$ cat src/rtl/csp_pkg.sv
package csp_pkg;
  // Strobes from the control to the datapath, one cycle wide each.
  typedef struct packed {
    logic shiftIn;     // sample one host data bit into the write shifter
    logic latchCmd;    // commit write shifter to the command register
    logic snapStatus;  // capture status sources for a read
    logic shiftOut;    // advance the read shifter by one bit
  } csp_strobe_t;
endpackage

$ cat src/rtl/csp_sync.sv
module csp_sync #(
  parameter int               WIDTH     = 3,
  parameter int               STAGES    = 2,
  parameter logic [WIDTH-1:0] RESET_VAL = '0
) (
  input  logic             clk,
  input  logic             rstN,
  input  logic [WIDTH-1:0] asyncIn,
  output logic [WIDTH-1:0] syncOut,
  output logic [WIDTH-1:0] prevOut
);
  localparam int CHAIN_W = STAGES * WIDTH;

  logic [CHAIN_W-1:0] chainQ;
  logic [WIDTH-1:0]   prevQ;

  generate
    if (STAGES == 1) begin : g_single
      always_ff @(posedge clk or negedge rstN) begin
        if (!rstN) chainQ <= RESET_VAL;
        else       chainQ <= asyncIn;
      end
    end else begin : g_multi
      always_ff @(posedge clk or negedge rstN) begin
        if (!rstN) chainQ <= {STAGES{RESET_VAL}};
        else       chainQ <= {chainQ[CHAIN_W-WIDTH-1:0], asyncIn};
      end
    end
  endgenerate

  assign syncOut = chainQ[CHAIN_W-1 -: WIDTH];

  always_ff @(posedge clk or negedge rstN) begin
    if (!rstN) prevQ <= RESET_VAL;
    else       prevQ <= syncOut;
  end

  assign prevOut = prevQ;
endmodule

$ cat src/rtl/csp_ctrl.sv
module csp_ctrl
  import csp_pkg::*;
#(
  parameter int DATA_W = 8
) (
  input  logic        clk,
  input  logic        rstN,
  input  logic        ckLvl,
  input  logic        ckPrev,
  input  logic        ldLvl,
  input  logic        ldPrev,
  output csp_strobe_t strobe,
  output logic        driveEn,
  output logic        readDone
);
  localparam int CNT_W = $clog2(DATA_W + 1);
  localparam logic [CNT_W-1:0] CNT_FULL = CNT_W'(DATA_W);
  localparam logic [CNT_W-1:0] CNT_LAST = CNT_W'(DATA_W - 1);

  logic             ckRise, ldFall, ldRise, ldEdge;
  logic             wrFull, rdMore;
  logic [CNT_W-1:0] wrCnt, rdCnt;

  assign ckRise = ckLvl & ~ckPrev;
  assign ldFall = ldPrev & ~ldLvl;
  assign ldRise = ~ldPrev & ldLvl;
  assign ldEdge = ldFall | ldRise;
  assign wrFull = (wrCnt == CNT_FULL);
  assign rdMore = (rdCnt < CNT_FULL);

  // Load edges take priority over a clock edge seen in the same cycle.
  always_comb begin
    strobe            = '0;
    strobe.latchCmd   = ldFall & wrFull;
    strobe.snapStatus = ldFall & ~wrFull;
    strobe.shiftIn    = ckRise & ldLvl & ~ldEdge;
    strobe.shiftOut   = ckRise & ~ldLvl & ~ldEdge & driveEn & rdMore;
  end

  always_ff @(posedge clk or negedge rstN) begin
    if (!rstN) begin
      wrCnt    <= '0;
      rdCnt    <= '0;
      driveEn  <= 1'b0;
      readDone <= 1'b0;
    end else begin
      readDone <= strobe.shiftOut & (rdCnt == CNT_LAST);
      if (ldEdge)                          wrCnt <= '0;
      else if (strobe.shiftIn && !wrFull)  wrCnt <= wrCnt + 1'b1;
      if (ldEdge)                          rdCnt <= '0;
      else if (strobe.shiftOut)            rdCnt <= rdCnt + 1'b1;
      if (strobe.snapStatus)               driveEn <= 1'b1;
      else if (ldRise)                     driveEn <= 1'b0;
    end
  end

  assert_pulse_single_R8: assert property (@(posedge clk) disable iff (!rstN)
    readDone |=> !readDone);

  assert_pulse_in_read_R8: assert property (@(posedge clk) disable iff (!rstN)
    readDone |-> driveEn);

  assert_release_on_end_R9: assert property (@(posedge clk) disable iff (!rstN)
    ldRise |=> !driveEn);

  assert_no_drive_in_write_R11: assert property (@(posedge clk) disable iff (!rstN)
    (ldLvl && !ldEdge) |=> !readDone);
endmodule

$ cat src/rtl/csp_dpath.sv
module csp_dpath
  import csp_pkg::*;
#(
  parameter int                DATA_W        = 8,
  parameter logic [DATA_W-1:0] CMD_RESET     = 8'h40,
  parameter logic [DATA_W-1:0] SELF_CLR_MASK = 8'h81
) (
  input  logic              clk,
  input  logic              rstN,
  input  csp_strobe_t       strobe,
  input  logic              dataBit,
  input  logic [DATA_W-1:0] statusIn,
  output logic [DATA_W-1:0] cmdOut,
  output logic              serialOut
);
  localparam logic [DATA_W-1:0] HOLD_MASK = ~SELF_CLR_MASK;

  logic [DATA_W-1:0] wrShift, rdShift, cmdReg;

  always_ff @(posedge clk or negedge rstN) begin
    if (!rstN) begin
      wrShift <= '0;
      rdShift <= '0;
      cmdReg  <= CMD_RESET;
    end else begin
      if (strobe.shiftIn)    wrShift <= {wrShift[DATA_W-2:0], dataBit};
      if (strobe.latchCmd)   cmdReg  <= wrShift;
      else                   cmdReg  <= cmdReg & HOLD_MASK;
      if (strobe.snapStatus) rdShift <= statusIn;
      else if (strobe.shiftOut) rdShift <= {rdShift[DATA_W-2:0], 1'b0};
    end
  end

  assign cmdOut    = cmdReg;
  assign serialOut = rdShift[DATA_W-1];

  assert_self_clear_R5: assert property (@(posedge clk) disable iff (!rstN)
    ((cmdReg & SELF_CLR_MASK) != '0) |=> ((cmdReg & SELF_CLR_MASK) == '0));

  assert_cmd_hold_R6: assert property (@(posedge clk) disable iff (!rstN)
    !strobe.latchCmd |=> ((cmdReg & HOLD_MASK) == $past(cmdReg & HOLD_MASK)));
endmodule

$ cat src/rtl/cmd_status_port.sv
module cmd_status_port
  import csp_pkg::*;
#(
  parameter int                DATA_W        = 8,
  parameter int                SYNC_STAGES   = 2,
  parameter logic [DATA_W-1:0] CMD_RESET     = 8'h40,
  parameter logic [DATA_W-1:0] SELF_CLR_MASK = 8'h81
) (
  input  logic              clk,
  input  logic              rstN,
  input  logic              hostClk,
  input  logic              hostLoad,
  input  logic              hostDataIn,
  input  logic [DATA_W-1:0] statusIn,
  output logic [DATA_W-1:0] cmdOut,
  output logic              statusReadPulse,
  output logic              hostDataOut,
  output logic              hostDataOe
);
  // Line order inside the synchroniser: {data, load, clock}; idle is clock and load high.
  localparam logic [2:0] LINE_IDLE = 3'b011;

  logic [2:0]  lineSync, linePrev;
  csp_strobe_t strobe;

  csp_sync #(.WIDTH(3), .STAGES(SYNC_STAGES), .RESET_VAL(LINE_IDLE)) i_sync (
    .clk(clk), .rstN(rstN),
    .asyncIn({hostDataIn, hostLoad, hostClk}),
    .syncOut(lineSync), .prevOut(linePrev)
  );

  csp_ctrl #(.DATA_W(DATA_W)) i_ctrl (
    .clk(clk), .rstN(rstN),
    .ckLvl(lineSync[0]), .ckPrev(linePrev[0]),
    .ldLvl(lineSync[1]), .ldPrev(linePrev[1]),
    .strobe(strobe), .driveEn(hostDataOe), .readDone(statusReadPulse)
  );

  csp_dpath #(.DATA_W(DATA_W), .CMD_RESET(CMD_RESET), .SELF_CLR_MASK(SELF_CLR_MASK)) i_dpath (
    .clk(clk), .rstN(rstN), .strobe(strobe),
    .dataBit(lineSync[2]), .statusIn(statusIn),
    .cmdOut(cmdOut), .serialOut(hostDataOut)
  );
endmodule

$ cat config.mk
export PLATFORM = sky130hd
export DESIGN_NAME = cmd_status_port
export DESIGN_NICKNAME = d
export VERILOG_FILES = /design/src/rtl/csp_pkg.sv /design/src/rtl/csp_sync.sv /design/src/rtl/csp_ctrl.sv /design/src/rtl/csp_dpath.sv /design/src/rtl/cmd_status_port.sv
export SDC_FILE = /design/constraint.sdc
export NUM_CORES = 1
export LEC_CHECK = 0
export ABC_AREA = 1
export CORE_AREA = 2 2 57 85
export CTS_BUF_LIST = sky130_fd_sc_hd__clkbuf_4
export CTS_CLUSTER_DIAMETER = 150
export DETAILED_ROUTE_END_ITERATION = 8
export DIE_AREA = 0 0 59 87
export GPL_ROUTABILITY_DRIVEN = 0
export PLACE_DENSITY = 0.76
export SLEW_MARGIN = 0
export SYNTH_ARGS = -nofsm -noshare
export SYNTH_HDL_FRONTEND = slang
export SYNTH_SLANG_ARGS = --single-unit
$ cat constraint.sdc
create_clock -name clk -period 1.9 [get_ports clk]
set_input_delay 0.285 -clock clk [delete_from_list [all_inputs] [get_ports clk]]
set_output_delay 0.285 -clock clk [all_outputs]
set_load 0.005 [all_outputs]
# --- Yosys cells after proc, flatten, opt, wreduce, memory -nomap -nowiden ---
# Cells that the tools add are included.
totals:
  ff_bits: 42
  word_cells: 48
  out_inout_bits: 11
  input_bits: 13
classes:
  add_sub_neg: 2
  n_lt_le_gt_ge: 1
  eq_ne: 2
  reduce_logical: 6
  n_bitwise: 18
  mux: 9
op_table:
  columns: ["cell", "count"]
  rows:
  - ["$mux 8", 3]
  - ["$mux 4", 4]
  - ["$and 1x1->1", 12]
  - ["$add 4x1->4 const B", 2]
  - ["$reduce_bool 2->1", 4]
  - ["$not 1->1", 5]
  - ["$eq 4x3->1 const B", 1]
  - ["$eq 4x4->1 const B", 1]
  - ["$lt 4x4->1 const B", 1]
  - ["$mux 1", 2]
  - ["$logic_and 1x1->1", 1]
  - ["$logic_not 1->1", 1]
  - ["$or 1x1->1", 1]

# --- Depth between registers and ports, before layout ---
depth:
  ltp_word: 9
  depth_mapped: 9
  depth_no_buf: 8

# --- Cells and area by module ---
# Synthesis repeated with hierarchy kept, for this count alone.
hier_totals:
  hier_cells: 184
  hier_area_um2: 1794.2
by_module_without_submodules:
  columns: ["module", "n_inst", "area_each_um2", "cells_per_inst", "seq_area_each_um2"]
  rows:
  - ["csp_dpath", 1, 958.4, 100, 601.8]
  - ["csp_ctrl", 1, 580.6, 72, 250.2]
  - ["csp_sync", 1, 255.2, 12, 232.7]

# --- Worst setup path after synthesis ---
# OpenSTA, ideal clock, no wires.
synth_path:
  kind: "register to register"
  startpoint: "register i_sync.prevQ[1] (netlist: i_sync.prevOut[1])"
  endpoint: "register i_dpath.rdShift[2]"
  setup_slack_ns: 0.297
  synth_period_minus_slack_ns: 1.603
  path_buffers: 2
  t_required_ns: 1.784
  stages_incl_launch_ff: 10
  setup_time_ns: 0.116
  arrival_time_ns: 1.487
  cell_sequence: "dfstp_2 inv_1 ha_1 buf_6 nand3_2 nor2_4 nand2_4 buf_6 nand3_1 nand2_1"
synth_between:
  elab_chain_len: 8
  word_cells_on_any_way: 11
  classes_between: "mux (1); bitwise (9); reduce/logical (1)"
synth_lines:
  columns: ["element", "line", "text"]
  rows:
  - ["start: declaration", "csp_sync.sv:15", "logic [WIDTH-1:0] prevQ;"]
  - ["start signal: assignment", "csp_sync.sv:35", "else prevQ <= syncOut;"]
  - ["$not 1->1", "csp_ctrl.sv:26", "assign ldRise = ~ldPrev & ldLvl;"]
  - ["$and 1x1->1", "csp_ctrl.sv:26", null]
  - ["$or 1x1->1", "csp_ctrl.sv:27", "assign ldEdge = ldFall | ldRise;"]
  - ["$not 1->1", "csp_ctrl.sv:37", "strobe.shiftOut = ckRise & ~ldLvl & ~ldEdge & driveEn & rdMore;"]
  - ["$and 1x1->1 (3 in a row)", "csp_ctrl.sv:37", null]
  - ["$reduce_bool 2->1 (no source line)", null, null]
  - ["end signal: assignment", "csp_dpath.sv:29", "if (strobe.snapStatus) rdShift <= statusIn;"]
  - ["end signal: assignment", "csp_dpath.sv:30", "else if (strobe.shiftOut) rdShift <= {rdShift[DATA_W-2:0], 1'b0};"]
  - ["end: declaration", "csp_dpath.sv:18", "logic [DATA_W-1:0] wrShift, rdShift, cmdReg;"]
# Several ways; a longest one is shown, not always the timed one.
# A chain may end at the register's enable or synchronous reset.

# --- Final worst setup path ---
layout_path:
  startpoint: "register i_sync.prevQ[1] (netlist: i_sync.prevOut[1])"
  endpoint: "register i_dpath.rdShift[6]"
# The elaborated chain is that of the path after synthesis.

==> metrics.txt <==
run status=finished, final reports clean; Post-DRT Antenna Nets=0; Setup crit start kind=flop; sort of element at the end of the critical path=flop; final critical path time including I/O delays and setup=1.72 ns; Relative slew margins=66.1%; std cell rows=30; final setup violation count=0; Avg Inst Size Synth=slightly below 10 µm²; clock transition at the registers of the reported paths=0.11 ns; static leakage power=1.07 nW; R2R setup slack=0.18 ns; switching power total=0.426 mW; number of inserted filler cells in the final layout=424; DIE HEIGHT=just under 90 µm; synth unique cells=22; Power Internal=1.20 mW; fraction of layout instances using a drive strength above 1=between 15 and 20%; ports placed on the boundary=24; Overall Global Routing Usage=14.3%; post-CTS setup buffer count=0; maximum number of pins on one net before global-route repair=43; setup total negative slack=0 ns; Hold Slack=0.341 ns; area of all placed cells without fillers=2200 µm²; clock tree from TritonCTS=built; area of placed instances=roughly 2100 µm²; sequential fraction of design power=between 60 and 70%; biggest fanout along the worst timing path=13; post-detail-place hpwl=2170 µm; delay-heaviest family, CP=simple AND/OR/NAND/NOR gates; switch share=26.2%; unrepaired setup endpoints after global routing=false; crit share post-route=90.4%; hold violation total from the final report=0; flop and latch count out of synthesis=42; Die X=about 60 µm; worst-path cell with the longest stage delay=dfstp_2; initial cell density of the core=42.8%; Layout Nets=~240; input/output buffers=23; count of synthesis-stage warnings from yosys=0; slew at the pin closest to its max-slew limit=0.509 ns; number of detailed-routing iterations run before antenna repair=4; first-pass GRT wire length=around 5500 µm; endpoint of the worst register-to-register path=i_dpath.rdShift[6]; Comb pwr share=about an eighth; ordered list of cells on the worst path=inv_1 > ha_2 > nand3_2 > nor2_4 > nand2_4 > nand2_2 > nand2_1 > nand2_1; vias after detailed routing=1333; area growth from synthesis to layout=16.0%; pwr dens=740 nW/µm²; area occupied by multi-input gates=677 µm²; combined flip-flop and latch cell area=1060 µm²; worst ir drop on vdd=0.000485 V; number of sinks driven by the clock tree=42; insertion delay of the later-clocked pin in the worst-skew pair=0.34 ns; Post-Route Skew=around 0.0095 ns; launch point of the worst hold path=hostLoad; post-layout power=1.63 mW; total core area=4430 µm²; most used cell along the critical path=nand2_1; aggregate global routing overflow=0; die footprint=approximately 5100 µm²; number of pins with negative max-slew slack in the final report=0; DRC errors left=0; DR WL/cell=11.3 µm; share of synthesized area occupied by flip-flops and latches=between 50% and 60%; post-detailed-routing wire length=3100 µm; initial antenna violation count=0; Avg Vias per Cell=~4.9; CP Buf/Inv Count=1; Inserted Diodes=0; Required @ worst endpoint=2.18 ns; vias in the first global route=roughly 1300; synthesized net count=215; worst stage delay on the critical path=approximately 0.56 ns; number of standard cells after synthesis=196; logic depth of the worst register-to-register path=8; number of violations of the max-capacitance limit=0; worst r2r src=i_sync.prevOut[1]; maximum operating frequency=slightly below 600 MHz; sink of the worst hold path=i_sync.chainQ[1]; H-tree levels=2; number of buffers added by the clock tree synthesis step=5; detailed router's first-iteration violation count=55; post-synthesis instance area=1900 µm²; clock tree buffer depth=2; master cell of the clock root buffer=clkbuf_4; Worst Path Arrival=2.00 ns; Hold Crit Depth=1; category of the critical setup timing path=reg2reg; share of power burned in the clock network=between 20% and 30%; type of the worst min-delay path=in2reg
logic make-up after synthesis:
kind of cell / synth area share, %
adders and majority gates: 3.96
xor gates and xnor gates: 0.462
and+or+nand+nor: 25.2
buffers and inverters: 8.57
AOI/OAI and AO/OA: 5.94
DFF: 55.9
power by group through the flow:
stage	Sequential, mW	Clock [mW]	Combinational (mW)
finish	1.02	0.394	0.214
global route	1.03	0.452	0.254
CTS	1.02	0.423	0.218
detailed placement	1.04	0	0.215
global placement	1.04	0	0.210
floorplan	1.03	0	0.137
cell usage after synthesis, drive strengths merged:
cell type,instances,area share [%]
nand2,64,14
dfrtp,35,46
nand3,27,7.7
inv,21,4.3
o21ai,17,5.7
buf,7,4.3
dfstp,7,9.7
nor2,7,2.2
ha,6,4.0
nand4,2,0.66
a21oi,1,0.26
or2,1,0.33
xor2,1,0.46
per-layer routing:
layer | wire length, µm | share of wire (%) | vias up | track usage, %
li1 | - | - | 675 | -
met1 | 1310 | 42 | 625 | 16.1
met2 | 1580 | 51 | 28 | 24.1
met3 | 140 | 4.5 | 5 | 3.57
met4 | 72 | 2.3 | 0 | 7.64
met5 | 0 | 0 | - | 0
registers in the layout, indices dropped and copies added, names as in the netlist:
name             cells
i_dpath.cmdOut       8
i_dpath.rdShift      8
i_dpath.wrShift      8
i_sync.chainQ        6
i_ctrl.rdCnt         4
i_ctrl.wrCnt         4
i_sync.prevOut       2
i_ctrl.driveEn       1
i_ctrl.readDone      1
through the flow:
stage,instances,utilization (%),setup WS (ns)
4_1_cts,274,49.6,0.142
3_5_place_dp,265,48.3,0.176
3_3_place_gp,265,48.3,0.226
5_1_grt,274,49.7,0.00794
6_report,274,49.7,0.182
2_1_floorplan,196,-,0.297
how the worst max path moves through the flow:
stage / startpoint / endpoint / slack [ns] / cells after the start
finish: i_sync.prevOut[1] / i_dpath.rdShift[6] / 0.18 / 8
floorplan: i_sync.prevOut[1] / i_dpath.rdShift[2] / 0.30 / 9
detailed placement: i_sync.prevOut[1] / i_dpath.rdShift[1] / 0.18 / 8
global route: i_sync.prevOut[1] / i_dpath.rdShift[4] / 0.008 / 8
CTS: i_sync.prevOut[1] / i_dpath.rdShift[6] / 0.14 / 8
global placement: i_sync.prevOut[1] / i_dpath.rdShift[7] / 0.23 / 8
final cells by class:
class                   count  area share, %
clock inverters             3          0.512
repair buffers             29           12.4
inverters                  21           3.70
flip-flops and latches     42           48.2
clock buffers               5           1.71
multi-input cells         126           30.8
well taps                  48           2.73
cells in the final DEF, fill, tap and decap left out, drive strengths merged, types with 5 or more instances in the layout:
cell type      netlist  routed
o21ai               17      17
nand2               64      64
nand3               27      27
dfrtp               35      35
nor2                 7       7
clkbuf               0       5
buf                  7       6
dfstp                7       7
inv                 21      21
clkdlybuf4s50        0      22
ha                   6       6
repair_timing:
item                                    in CTS  in global routing
hold endpoints to repair                    30                  0
hold buffers                                 1                  0
gates resized for setup                      0                  1
endpoints found under the setup margin       0                  8
(Power assumes the default switching activity.)
